`src/rtl/dbg_port_pkg.sv`:
```
package dbg_port_pkg;

   typedef enum logic [2:0] {
      ST_OFF,
      ST_ACK,
      ST_HOLD,
      ST_CMD,
      ST_FETCH,
      ST_RD_SHIFT,
      ST_WR_SHIFT,
      ST_COMMIT
   } port_state_e;

   localparam int unsigned IDX_SCK = 0;
   localparam int unsigned IDX_SDI = 1;
   localparam int unsigned IDX_REQ = 2;
   localparam int unsigned N_ASYNC = 3;

endpackage

```
`src/rtl/dbg_sync_chain.sv`:
```
module dbg_sync_chain #(
   parameter int unsigned W      = 1,
   parameter int unsigned STAGES = 2
) (
   input  logic         clk,
   input  logic         rst_n,
   input  logic [W-1:0] async_i,
   output logic [W-1:0] sync_o
);

   if (STAGES < 2) begin : g_bad_stages
      $error("dbg_sync_chain: STAGES must be at least 2");
   end
   if (W < 1) begin : g_bad_width
      $error("dbg_sync_chain: W must be at least 1");
   end

   logic [STAGES-1:0][W-1:0] chain_q;

   always_ff @(posedge clk or negedge rst_n) begin
      if (!rst_n) begin
         chain_q <= '0;
      end else begin
         chain_q <= {chain_q[STAGES-2:0], async_i};
      end
   end

   assign sync_o = chain_q[STAGES-1];

endmodule

```
`src/rtl/dbg_edge_det.sv`:
```
module dbg_edge_det #(
   parameter int unsigned W = 1
) (
   input  logic         clk,
   input  logic         rst_n,
   input  logic [W-1:0] level_i,
   output logic [W-1:0] rise_o,
   output logic [W-1:0] fall_o
);

   logic [W-1:0] prev_q;

   always_ff @(posedge clk or negedge rst_n) begin
      if (!rst_n) begin
         prev_q <= '0;
      end else begin
         prev_q <= level_i;
      end
   end

   for (genvar g = 0; g < W; g++) begin : g_bit
      assign rise_o[g] =  level_i[g] & ~prev_q[g];
      assign fall_o[g] = ~level_i[g] &  prev_q[g];
   end

endmodule

```
`src/rtl/dbg_ack_gen.sv`:
```
module dbg_ack_gen #(
   parameter int unsigned ACK_CYCLES = 4
) (
   input  logic clk,
   input  logic rst_n,
   input  logic start_i,
   input  logic abort_i,
   output logic busy_o,
   output logic last_o
);

   localparam int unsigned CW = $clog2(ACK_CYCLES + 1);
   localparam int unsigned RW = CW + 1;

   if (ACK_CYCLES < 2) begin : g_bad_len
      $error("dbg_ack_gen: ACK_CYCLES must be at least 2");
   end

   logic [CW-1:0] cnt_q;

   always_ff @(posedge clk or negedge rst_n) begin
      if (!rst_n) begin
         cnt_q <= '0;
      end else if (abort_i) begin
         cnt_q <= '0;
      end else if (start_i) begin
         cnt_q <= CW'(ACK_CYCLES);
      end else if (cnt_q != '0) begin
         cnt_q <= cnt_q - 1'b1;
      end
   end

   assign busy_o = (cnt_q != '0);
   assign last_o = (cnt_q == CW'(1));

   // pulse-length checker
   logic [RW-1:0] run_q;

   always_ff @(posedge clk or negedge rst_n) begin
      if (!rst_n) begin
         run_q <= '0;
      end else if (busy_o) begin
         run_q <= run_q + 1'b1;
      end else begin
         run_q <= '0;
      end
   end


   pulse_len_chk: assert property (@(posedge clk) disable iff (!rst_n)
      $fell(busy_o) && !$past(abort_i) |-> run_q == RW'(ACK_CYCLES));


   start_busy_chk: assert property (@(posedge clk) disable iff (!rst_n)
      start_i && !abort_i |=> busy_o);

endmodule

```
`src/rtl/dbg_shifter.sv`:
```
module dbg_shifter #(
   parameter int unsigned W = 24
) (
   input  logic         clk,
   input  logic         rst_n,
   input  logic         clr_i,
   input  logic         load_i,
   input  logic [W-1:0] load_val_i,
   input  logic         shift_i,
   input  logic         bit_i,
   output logic [W-1:0] q_o
);

   if (W < 2) begin : g_bad_width
      $error("dbg_shifter: W must be at least 2");
   end

   always_ff @(posedge clk or negedge rst_n) begin
      if (!rst_n) begin
         q_o <= '0;
      end else if (load_i) begin
         q_o <= load_val_i;
      end else if (clr_i) begin
         q_o <= '0;
      end else if (shift_i) begin
         q_o <= {q_o[W-2:0], bit_i};
      end
   end

endmodule

```
`src/rtl/dbg_serial_port.sv`:
```
module dbg_serial_port
   import dbg_port_pkg::*;
#(
   parameter int unsigned DATA_W      = 24,
   parameter int unsigned CMD_W       = 8,
   parameter int unsigned ADDR_W      = 5,
   parameter int unsigned ACK_CYCLES  = 4,
   parameter int unsigned SYNC_STAGES = 2
) (
   input  logic              clk,
   input  logic              rst_n,
   input  logic              dbg_sck_i,
   input  logic              dbg_sdi_i,
   input  logic              dbg_req_i,
   output logic              dbg_sdo_o,
   input  logic              core_dbg_i,
   output logic              enter_req_o,
   output logic [ADDR_W-1:0] reg_addr_o,
   output logic              reg_rd_o,
   output logic              reg_we_o,
   output logic [DATA_W-1:0] reg_wdata_o,
   input  logic [DATA_W-1:0] reg_rdata_i
);

   localparam int unsigned CNT_W     = $clog2(DATA_W);
   localparam int unsigned CMD_LAST  = CMD_W - 1;
   localparam int unsigned DATA_LAST = DATA_W - 1;
   localparam int unsigned RD_BIT    = CMD_W - 1;

   if (CMD_W <= ADDR_W) begin : g_bad_cmd
      $error("dbg_serial_port: command must hold address plus direction bit");
   end
   if (CMD_W > DATA_W) begin : g_bad_data
      $error("dbg_serial_port: command wider than data shifter");
   end

   // ---------------- input sampling ----------------
   logic [N_ASYNC-1:0] sync_v;
   logic [1:0]         rise_v;
   logic [1:0]         fall_v;

   dbg_sync_chain #(.W(N_ASYNC), .STAGES(SYNC_STAGES)) u_sync (
      .clk     (clk),
      .rst_n   (rst_n),
      .async_i ({dbg_req_i, dbg_sdi_i, dbg_sck_i}),
      .sync_o  (sync_v)
   );

   dbg_edge_det #(.W(2)) u_edge (
      .clk     (clk),
      .rst_n   (rst_n),
      .level_i ({sync_v[IDX_REQ], sync_v[IDX_SCK]}),
      .rise_o  (rise_v),
      .fall_o  (fall_v)
   );

   logic sck_rise, sck_fall, req_rise, req_fall, req_s, sdi_s;
   assign sck_rise = rise_v[0];
   assign sck_fall = fall_v[0];
   assign req_rise = rise_v[1];
   assign req_fall = fall_v[1];
   assign req_s    = sync_v[IDX_REQ];
   assign sdi_s    = sync_v[IDX_SDI];

   // ---------------- state ----------------
   port_state_e       state_q, state_d, after_q, after_d;
   logic [CNT_W-1:0]  cnt_q;
   logic [CMD_W-1:0]  cmd_q;
   logic              out_bit_q;
   logic              enter_q;

   logic              sh_clr, sh_load, sh_shift, sh_bit;
   logic              cnt_clr, cnt_inc, cmd_cap;
   logic [DATA_W-1:0] sh_q;
   logic [CMD_W-1:0]  cmd_next;
   logic              ack_start, ack_busy, ack_last;

   assign cmd_next = {sh_q[CMD_W-2:0], sdi_s};

   always_comb begin
      state_d  = state_q;
      after_d  = after_q;
      sh_clr   = 1'b0;
      sh_load  = 1'b0;
      sh_shift = 1'b0;
      cnt_clr  = 1'b0;
      cnt_inc  = 1'b0;
      cmd_cap  = 1'b0;
      if (!core_dbg_i) begin
         state_d = ST_OFF;
      end else begin
         case (state_q)
            ST_OFF: begin
               state_d = ST_ACK;
               after_d = ST_HOLD;
            end
            ST_ACK: begin
               if (ack_last) state_d = after_q;
            end
            ST_HOLD: begin
               if (!req_s) begin
                  state_d = ST_CMD;
                  cnt_clr = 1'b1;
                  sh_clr  = 1'b1;
               end
            end
            default: begin
               if (req_rise) begin
                  state_d = ST_ACK;
                  after_d = ST_HOLD;
                  cnt_clr = 1'b1;
                  sh_clr  = 1'b1;
               end else begin
                  case (state_q)
                     ST_CMD: begin
                        if (sck_fall) begin
                           if (cnt_q == CNT_W'(CMD_LAST)) begin
                              cmd_cap = 1'b1;
                              cnt_clr = 1'b1;
                              if (cmd_next[RD_BIT]) begin
                                 state_d = ST_FETCH;
                              end else begin
                                 state_d = ST_ACK;
                                 after_d = ST_WR_SHIFT;
                                 sh_clr  = 1'b1;
                              end
                           end else begin
                              sh_shift = 1'b1;
                              cnt_inc  = 1'b1;
                           end
                        end
                     end
                     ST_FETCH: begin
                        sh_load = 1'b1;
                        cnt_clr = 1'b1;
                        state_d = ST_ACK;
                        after_d = ST_RD_SHIFT;
                     end
                     ST_RD_SHIFT: begin
                        if (sck_rise) sh_shift = 1'b1;
                        if (sck_fall) begin
                           if (cnt_q == CNT_W'(DATA_LAST)) begin
                              state_d = ST_CMD;
                              cnt_clr = 1'b1;
                              sh_clr  = 1'b1;
                           end else begin
                              cnt_inc = 1'b1;
                           end
                        end
                     end
                     ST_WR_SHIFT: begin
                        if (sck_fall) begin
                           sh_shift = 1'b1;
                           if (cnt_q == CNT_W'(DATA_LAST)) begin
                              state_d = ST_COMMIT;
                              cnt_clr = 1'b1;
                           end else begin
                              cnt_inc = 1'b1;
                           end
                        end
                     end
                     ST_COMMIT: begin
                        state_d = ST_ACK;
                        after_d = ST_CMD;
                        sh_clr  = 1'b1;
                     end
                     default: state_d = ST_OFF;
                  endcase
               end
            end
         endcase
      end
   end

   assign ack_start = (state_d == ST_ACK) && (state_q != ST_ACK);
   assign sh_bit    = (state_q == ST_RD_SHIFT) ? 1'b0 : sdi_s;

   always_ff @(posedge clk or negedge rst_n) begin
      if (!rst_n) begin
         state_q   <= ST_OFF;
         after_q   <= ST_HOLD;
         cnt_q     <= '0;
         cmd_q     <= '0;
         out_bit_q <= 1'b1;
         enter_q   <= 1'b0;
      end else begin
         state_q <= state_d;
         after_q <= after_d;
         if (cnt_clr) begin
            cnt_q <= '0;
         end else if (cnt_inc) begin
            cnt_q <= cnt_q + 1'b1;
         end
         if (cmd_cap) cmd_q <= cmd_next;
         if (state_q != ST_RD_SHIFT) begin
            out_bit_q <= 1'b1;
         end else if (sck_rise) begin
            out_bit_q <= sh_q[DATA_W-1];
         end
         if (core_dbg_i || req_fall) begin
            enter_q <= 1'b0;
         end else if (req_rise) begin
            enter_q <= 1'b1;
         end
      end
   end

   // ---------------- datapath ----------------
   dbg_shifter #(.W(DATA_W)) u_shift (
      .clk        (clk),
      .rst_n      (rst_n),
      .clr_i      (sh_clr),
      .load_i     (sh_load),
      .load_val_i (reg_rdata_i),
      .shift_i    (sh_shift),
      .bit_i      (sh_bit),
      .q_o        (sh_q)
   );

   dbg_ack_gen #(.ACK_CYCLES(ACK_CYCLES)) u_ack (
      .clk     (clk),
      .rst_n   (rst_n),
      .start_i (ack_start),
      .abort_i (!core_dbg_i),
      .busy_o  (ack_busy),
      .last_o  (ack_last)
   );

   assign dbg_sdo_o   = ack_busy ? 1'b0 :
                        ((state_q == ST_RD_SHIFT) ? out_bit_q : 1'b1);
   assign enter_req_o = enter_q;
   assign reg_addr_o  = cmd_q[ADDR_W-1:0];
   assign reg_rd_o    = (state_q == ST_FETCH);
   assign reg_we_o    = (state_q == ST_COMMIT);
   assign reg_wdata_o = sh_q;

   // ---------------- assertions ----------------

   off_quiet_chk: assert property (@(posedge clk) disable iff (!rst_n)
      !core_dbg_i |=> !reg_we_o && !reg_rd_o && dbg_sdo_o);


   enter_clear_chk: assert property (@(posedge clk) disable iff (!rst_n)
      core_dbg_i |=> !enter_req_o);


   entry_ack_chk: assert property (@(posedge clk) disable iff (!rst_n)
      $rose(core_dbg_i) |=> !dbg_sdo_o);


   rd_ack_chk: assert property (@(posedge clk) disable iff (!rst_n)
      reg_rd_o && core_dbg_i |=> !dbg_sdo_o && !reg_rd_o);


   wr_ack_chk: assert property (@(posedge clk) disable iff (!rst_n)
      reg_we_o && core_dbg_i |=> !dbg_sdo_o && !reg_we_o);


   resync_ack_chk: assert property (@(posedge clk) disable iff (!rst_n)
      (state_q == ST_CMD) && req_rise && core_dbg_i |=> !dbg_sdo_o);


   always_comb begin
      if (!rst_n) begin
         reset_quiet_chk: assert (dbg_sdo_o && !reg_we_o && !reg_rd_o);
      end
   end

endmodule

```
`config.mk`:
```
export PLATFORM = sky130hd
export DESIGN_NAME = dbg_serial_port
export DESIGN_NICKNAME = d
export VERILOG_FILES = /design/src/rtl/dbg_port_pkg.sv /design/src/rtl/dbg_sync_chain.sv /design/src/rtl/dbg_edge_det.sv /design/src/rtl/dbg_ack_gen.sv /design/src/rtl/dbg_shifter.sv /design/src/rtl/dbg_serial_port.sv
export SDC_FILE = /design/constraint.sdc
export NUM_CORES = 1
export LEC_CHECK = 0
export BUFFER_PORTS_ARGS = -buffer_cell sky130_fd_sc_hd__buf_2
export CELL_PAD_IN_SITES_DETAIL_PLACEMENT = 1
export CELL_PAD_IN_SITES_GLOBAL_PLACEMENT = 1
export CORE_ASPECT_RATIO = 1.4
export CORE_MARGIN = 2
export CORE_UTILIZATION = 23
export DETAILED_ROUTE_END_ITERATION = 8
export PLACE_DENSITY = 0.58
export RECOVER_POWER = 100
export SYNTH_ARGS = -nofsm -noshare
export SYNTH_HDL_FRONTEND = slang
export SYNTH_HIERARCHICAL = 1
export SYNTH_SLANG_ARGS = --single-unit
```
`constraint.sdc`:
```
create_clock -name clk -period 4.15 [get_ports clk]
set_clock_uncertainty 0.05 [all_clocks]
set_input_delay 0.2075 -clock clk [delete_from_list [all_inputs] [get_ports clk]]
set_output_delay 0.2075 -clock clk [all_outputs]
set_load 0.1 [all_outputs]
```
* Word-level counts from Yosys, hierarchy flattened
Index checks and enable logic that the tools add are counted.
W data, S select, Z words.
** Operators by class
- $add $sub $neg :: 2
- Multiply operators :: 0
- Div/mod/pow operators :: 0
- $lt $le $gt $ge :: 0
- Equality and inequality tests :: 17
- Shifts and indexed selects :: 0
- Mux-type cells :: 72
- Bitwise gates (word level) :: 9
- Reduce and logical (&&, ||, !) cells :: 15
** Operators with widths (number)
- $mux W24 :: 3
- $mux W3 :: 18
- $mux W1 :: 39
- $pmux W3 S3 :: 2
- $eq A3 B3 Y1 const B :: 4
- $ne A4 B4 Y1 const B :: 3
- $pmux W3 S4 :: 1
- $mux W5 :: 2
- $eq A3 B1 Y1 const B :: 3
- $pmux W1 S3 :: 3
- $reduce_or A2 Y1 :: 4
- $eq A3 B2 Y1 const B :: 2
- $ne A3 B1 Y1 const B :: 2
- $pmux W1 S2 :: 3
- $pmux W3 S2 :: 1
- $reduce_and A6 Y1 :: 1
- $reduce_bool A2 Y1 :: 3
- $reduce_bool A3 Y1 :: 2
- $add A5 B1 Y5 const B :: 1
- $eq A5 B3 Y1 const B :: 1
- $eq A5 B5 Y1 const B :: 1
- $not A1 Y1 :: 5
- $reduce_bool A5 Y1 :: 1
- $and A1 B1 Y1 :: 4
- 6 further kinds :: 6
** Word-level totals
- Register bits :: 53
- Bits in latches :: 0
- Memory bits (writable) :: 0
- Memory bits (read-only) :: 0
- Input bits :: 30
- Memories :: 0

* Logic depth before layout (Yosys ltp)
- Word-level depth :: 11
- Gate-level depth with buffers :: 10
- Depth with buffers taken out :: 9

* Modules after synthesis
The synthesis kept the hierarchy.
** Modules (own cells, without submodules)
- dbg_serial_port :: instances 1, cells each 128, area each 1158.6 µm²
- dbg_shifter :: instances 1, cells each 105, area each 1137.3 µm²
- dbg_ack_gen :: instances 1, cells each 18, area each 197.7 µm²
- dbg_sync_chain :: instances 1, cells each 9, area each 172.7 µm²
- dbg_edge_det :: instances 1, cells each 6, area each 85.1 µm²

* Worst setup path before layout
No wires, ideal clock.
- Path kind :: register to output
- From :: reg u_ack.cnt_q[0]
- To :: out dbg_sdo_o
- Data arrival time :: 2287 ps
- Required time :: 3893 ps
- Path slack :: 1605 ps
- Cell stages (with the launch flop) :: 5
- Cell sequence :: dfrtp_1 -> inv_1 -> ha_1 -> nand2b_4 -> a31oi_1
** Between the ends
- Longest elaborated chain between the ends :: 2
** RTL lines
- start: declaration :: line dbg_ack_gen.sv:19 : logic [CW-1:0] cnt_q;
- start signal: assignment :: line dbg_ack_gen.sv:27 : cnt_q <= CW'(ACK_CYCLES);
- start signal: assignment :: line dbg_ack_gen.sv:29 : cnt_q <= cnt_q - 1'b1;
- $reduce_bool A3 Y1 :: line dbg_ack_gen.sv:33 : assign busy_o = (cnt_q != '0);
- via ack_busy :: line dbg_serial_port.sv:76 : logic ack_start, ack_busy, ack_last;
- $mux W1 :: line dbg_serial_port.sv:229 : assign dbg_sdo_o = ack_busy ? 1'b0 :
- end: declaration :: line dbg_serial_port.sv:15 : output logic dbg_sdo_o,
The timed path passes the listed nets, and every way through them passes these cells.

* Final worst setup path
- From :: reg state_q[1]
- To :: reg u_shift.q_o[3]
** RTL lines
- start: declaration :: line dbg_serial_port.sv:66 : port_state_e state_q, state_d, after_q, after_d;
- start signal: assignment :: line dbg_serial_port.sv:187 : state_q <= state_d;
- $eq A3 B3 Y1 or $eq A3 B2 Y1 (tied branches) :: line dbg_serial_port.sv:114 : case (state_q)
- $pmux W1 S3 :: line dbg_serial_port.sv:114
- $mux W1 :: line dbg_serial_port.sv:108 : if (req_rise) begin
- $mux W1 * :: line dbg_serial_port.sv:92 : case (state_q)
- $mux W1 * :: line dbg_serial_port.sv:89 : if (!core_dbg_i) begin
- via sh_shift :: line dbg_serial_port.sv:72 : logic sh_clr, sh_load, sh_shift, sh_bit;
- $reduce_bool A3 Y1 (no line) *
- end signal: assignment :: line dbg_shifter.sv:22 : q_o <= load_val_i;
- end signal: assignment :: line dbg_shifter.sv:26 : q_o <= {q_o[W-2:0], bit_i};
- end: declaration :: line dbg_shifter.sv:11 : output logic [W-1:0] q_o
Mark *: on every way through the listed nets, which the timed path passes. The rest lies on a longest branch.
A chain may end at the register's enable or synchronous reset.

==> results.sh <==
export IMPL_outcome="finished, violations left"
export IMPL_violations="capacitance limit, slew limit"
export IMPL_n_fill_cell=1410
export IMPL_worst_r2r_cell_count=5
export IMPL_setup_viol=0
export IMPL_wl_per_cell_um=15.1
export IMPL_insertion_delay_ps=300
export IMPL_dieArea_sq_um=12900
export IMPL_nets=355
export IMPL_ys_flop_type="dfrtp_1"
export IMPL_row_count=47
export IMPL_yosysWarnings=6
export IMPL_slew_viol_final=79
export IMPL_critPathRequiredTime_ps=4270
export IMPL_regToRegSetupSlack_ps=780
export IMPL_rsz0062_at_grt="no"
export IMPL_dpl_hpwl_mm=5.03
export IMPL_hp_class="input port to flip-flop"
export IMPL_netlist_top_cells_area="dfrtp_1 46%, mux2i_1 8.7%, nand2_1 4.8%, o21ai_1 4.2%, nor2_1 2.2%"
export IMPL_worstReg2RegEnd="u_shift/q_o[3]"
export IMPL_syn_to_final_growth_pct=18.2
export IMPL_remaining_drc_errors=0
export IMPL_crit_type="flip-flop to flip-flop"
export IMPL_startpoint="state_q[1]"
export IMPL_setup_worst_path_end_class="flip-flop"
export IMPL_seq_area_sq_um=1330
export IMPL_ys_seq_area_share_pct=48.3
export IMPL_grt_overflow_total=0
export IMPL_worst_pin_slew_ps=2950
export IMPL_setup_ws_ps=782
export IMPL_setup_tns_ps=0
export IMPL_synth_top_cell_by_area="dfrtp_1"
export IMPL_core_sq_um=11800
export IMPL_htreeDepth=2
export IMPL_crit_fanout=24
export IMPL_max_slew_margin_rel_pct=-96.7
export IMPL_num_vias=2176
export IMPL_start_util_pct=23.4
export IMPL_dp_cells=458
export IMPL_syn_area_sq_um=2750
export IMPL_hold_violations=0
export IMPL_fin_cells=469
export IMPL_ys_ff_latch=53
export IMPL_root_buffer="clkbuf_16"
export IMPL_wl_mm=7.08
export IMPL_numPortBuffers=62
export IMPL_r2r_start="state_q[1]"
export IMPL_max_cap_violations=2
export IMPL_power_density_nw_per_um2=687
export IMPL_postSynthNetCount=300
export IMPL_n_antenna_cell=0
export IMPL_cpMaxStageDelayCell="a21oi_2"
export IMPL_viasPerCell=4.64
export IMPL_io_pins=63
export IMPL_fin_crit_ps=3370
export IMPL_power_leakage_nw=1.35
export IMPL_cts_clk_slew_worst_paths_ps=70
export IMPL_die_h_um=133
export IMPL_synth_cell_types=52
export IMPL_track_usage_pct=11.7
export IMPL_multiInputGateArea_sq_um=1230
export IMPL_synth_top_cell_area_share_pct=46.4
export IMPL_drt_iter0_drc=90
export IMPL_ir_drop_mv=0.337
export IMPL_detail_route_first_pass_iterations=4
export IMPL_cts_sinks=53
export IMPL_clockBufferDepth=2
export IMPL_path_cells="nor2b_1 > nand3_1 > a21oi_2 > mux2i_1 > o21ai_0"
export IMPL_cp_endpoint="u_shift/q_o[3]"
export IMPL_die_w_um=96.4
export IMPL_post_route_period_util_pct=81.1
export IMPL_grt_start_max_net_pins=54
export IMPL_cts_made_buffers=5
export IMPL_whs_ps=57.9
export IMPL_drive_gt1_share_pct=16.5
export IMPL_synth_area_per_cell_sq_um=10.3
export IMPL_cts_tree="built"
export IMPL_critPathMaxStageDelay_ps=1290
export IMPL_cp_arrival_ps=3490
export IMPL_synth_edf_count=0
export IMPL_grt_pass1_vias=2369
export IMPL_fmax_mhz=297
export IMPL_async_reset_ff_share_pct=100
export IMPL_worstSetupStartpointType="flip-flop"
export IMPL_pre_cts_slack_ps=1160
export IMPL_antenna_found_initial=0
export IMPL_synth_cells=266
export IMPL_grt_pass1_wl_mm=11.9
export IMPL_ant_nets=0
export IMPL_globalplace_congestion=0.811
-- registers in the layout (all words and copies together) (netlist names) --
name            count
u_sync/sync_o       3
enter_req_o         1
cmd_q               5
state_q             3
out_bit_q           1
u_shift/q_o        24
u_sync/chain_q      3
u_ack/cnt_q         3
u_edge/prev_q       2
after_q             3
cnt_q               5
-- worst min-delay path by stage --
| stage | from | endpoint | slack [ps] | depth (start not counted) |
|---|---|---|---|---|
| final | reg_rdata_i[10] | u_shift/q_o[10] | 60 | 3 |
| after global routing | reg_rdata_i[10] | u_shift/q_o[10] | 70 | 3 |
| after CTS | rst_n | cmd_q[4] | 20 | 2 |
| after detailed placement | dbg_req_i | u_sync/chain_q[2] | 270 | 1 |
| after global placement | dbg_req_i | u_sync/chain_q[2] | 270 | 1 |
| after floorplan | rst_n | after_q[0] | -140 | 0 |
-- metal layers --
layer  GRT usage, %  part of all wire, %  wire length (um)
met1           14.0                   41              2930
met5              0                    0                 0
met3           2.09                  3.8               268
met2           20.5                   53              3760
met4           4.46                  1.7               121
-- cells in the mapped netlist, types with 2 or more instances --
library cell and count:
dfrtp_1 51, nand2_1 35, mux2i_1 24, o21ai_1 23, nor2_1 16, nor3_1 9
a21oi_1 7, buf_2 7, o21ai_0 7, inv_1 6, nand3_1 6, xnor2_1 6
buf_4 5, mux2_2 5, nor2b_1 5, and2b_2 4, buf_6 4, ha_1 4
nand2b_1 3, a211oi_1 2, a21boi_0 2, a31oi_1 2, and3_1 2, dfstp_2 2
mux2_4 2
-- cell type report --
| type | count | area share [%] |
|---|---|---|
| clock buffer | 7 | 4.38 |
| clock inverter | 1 | 0.923 |
| inverter | 6 | 0.692 |
| tap | 147 | 5.65 |
| multi-input combinational | 188 | 38.0 |
| timing repair buffer | 67 | 9.54 |
| sequential | 53 | 40.8 |
-- where the power goes --
part	switching [mW]	internal, mW
logic	0.834	0.176
registers	0.111	0.619
clock network	0.193	0.302
total	1.14	1.10
-- worst max-delay path, delay by kind of cell, from the launching register on --
kind | cells | cell delay, ps
muxes | 1 | 290
AOI/OAI and AO/OA | 2 | 1390
DFF | 1 | 630
and+or+nand+nor | 2 | 850
-- stage by stage --
step,area (sq um),power (mW),util (%)
after detailed placement,3140,1.81,26.7
after floorplan,2750,1.61,-
after global routing,3250,2.34,27.7
after CTS,3350,2.32,28.4
final,3250,2.24,27.7
after global placement,3140,1.80,26.7
-- kinds of logic after synthesis --
logic type | share of synthesized area (%)
and+or+nand+nor | 17.5
AOI/OAI and AO/OA | 12.6
DFF | 48.3
muxes | 11.9
buffers and inverters | 5.68
xor gates and xnor gates | 1.91
adders and majority gates | 2.18
-- placed cells by master (no fill, tap or decap), types with 5 or more instances in the layout --
cell	netlist	routed
nand2_1	35	35
xnor2_1	6	6
buf_2	7	29
dfrtp_1	51	51
nand3_1	6	6
nor2b_1	5	5
mux2_2	5	5
mux2i_1	24	24
o21ai_0	7	29
nor3_1	9	8
nor2_1	16	16
clkbuf_16	0	5
a21oi_1	7	6
inv_1	6	6
clkbuf_1	1	35
-- what timing repair did --
| item | 4_1_cts | 5_1_grt |
|---|---|---|
| hold buffers | 3 | 0 |
| hold endpoints to repair | 3 | 0 |
| setup buffers | 0 | 0 |
| gates resized for setup | 0 | 0 |
No activity file was read; power rests on OpenSTA's default activity.
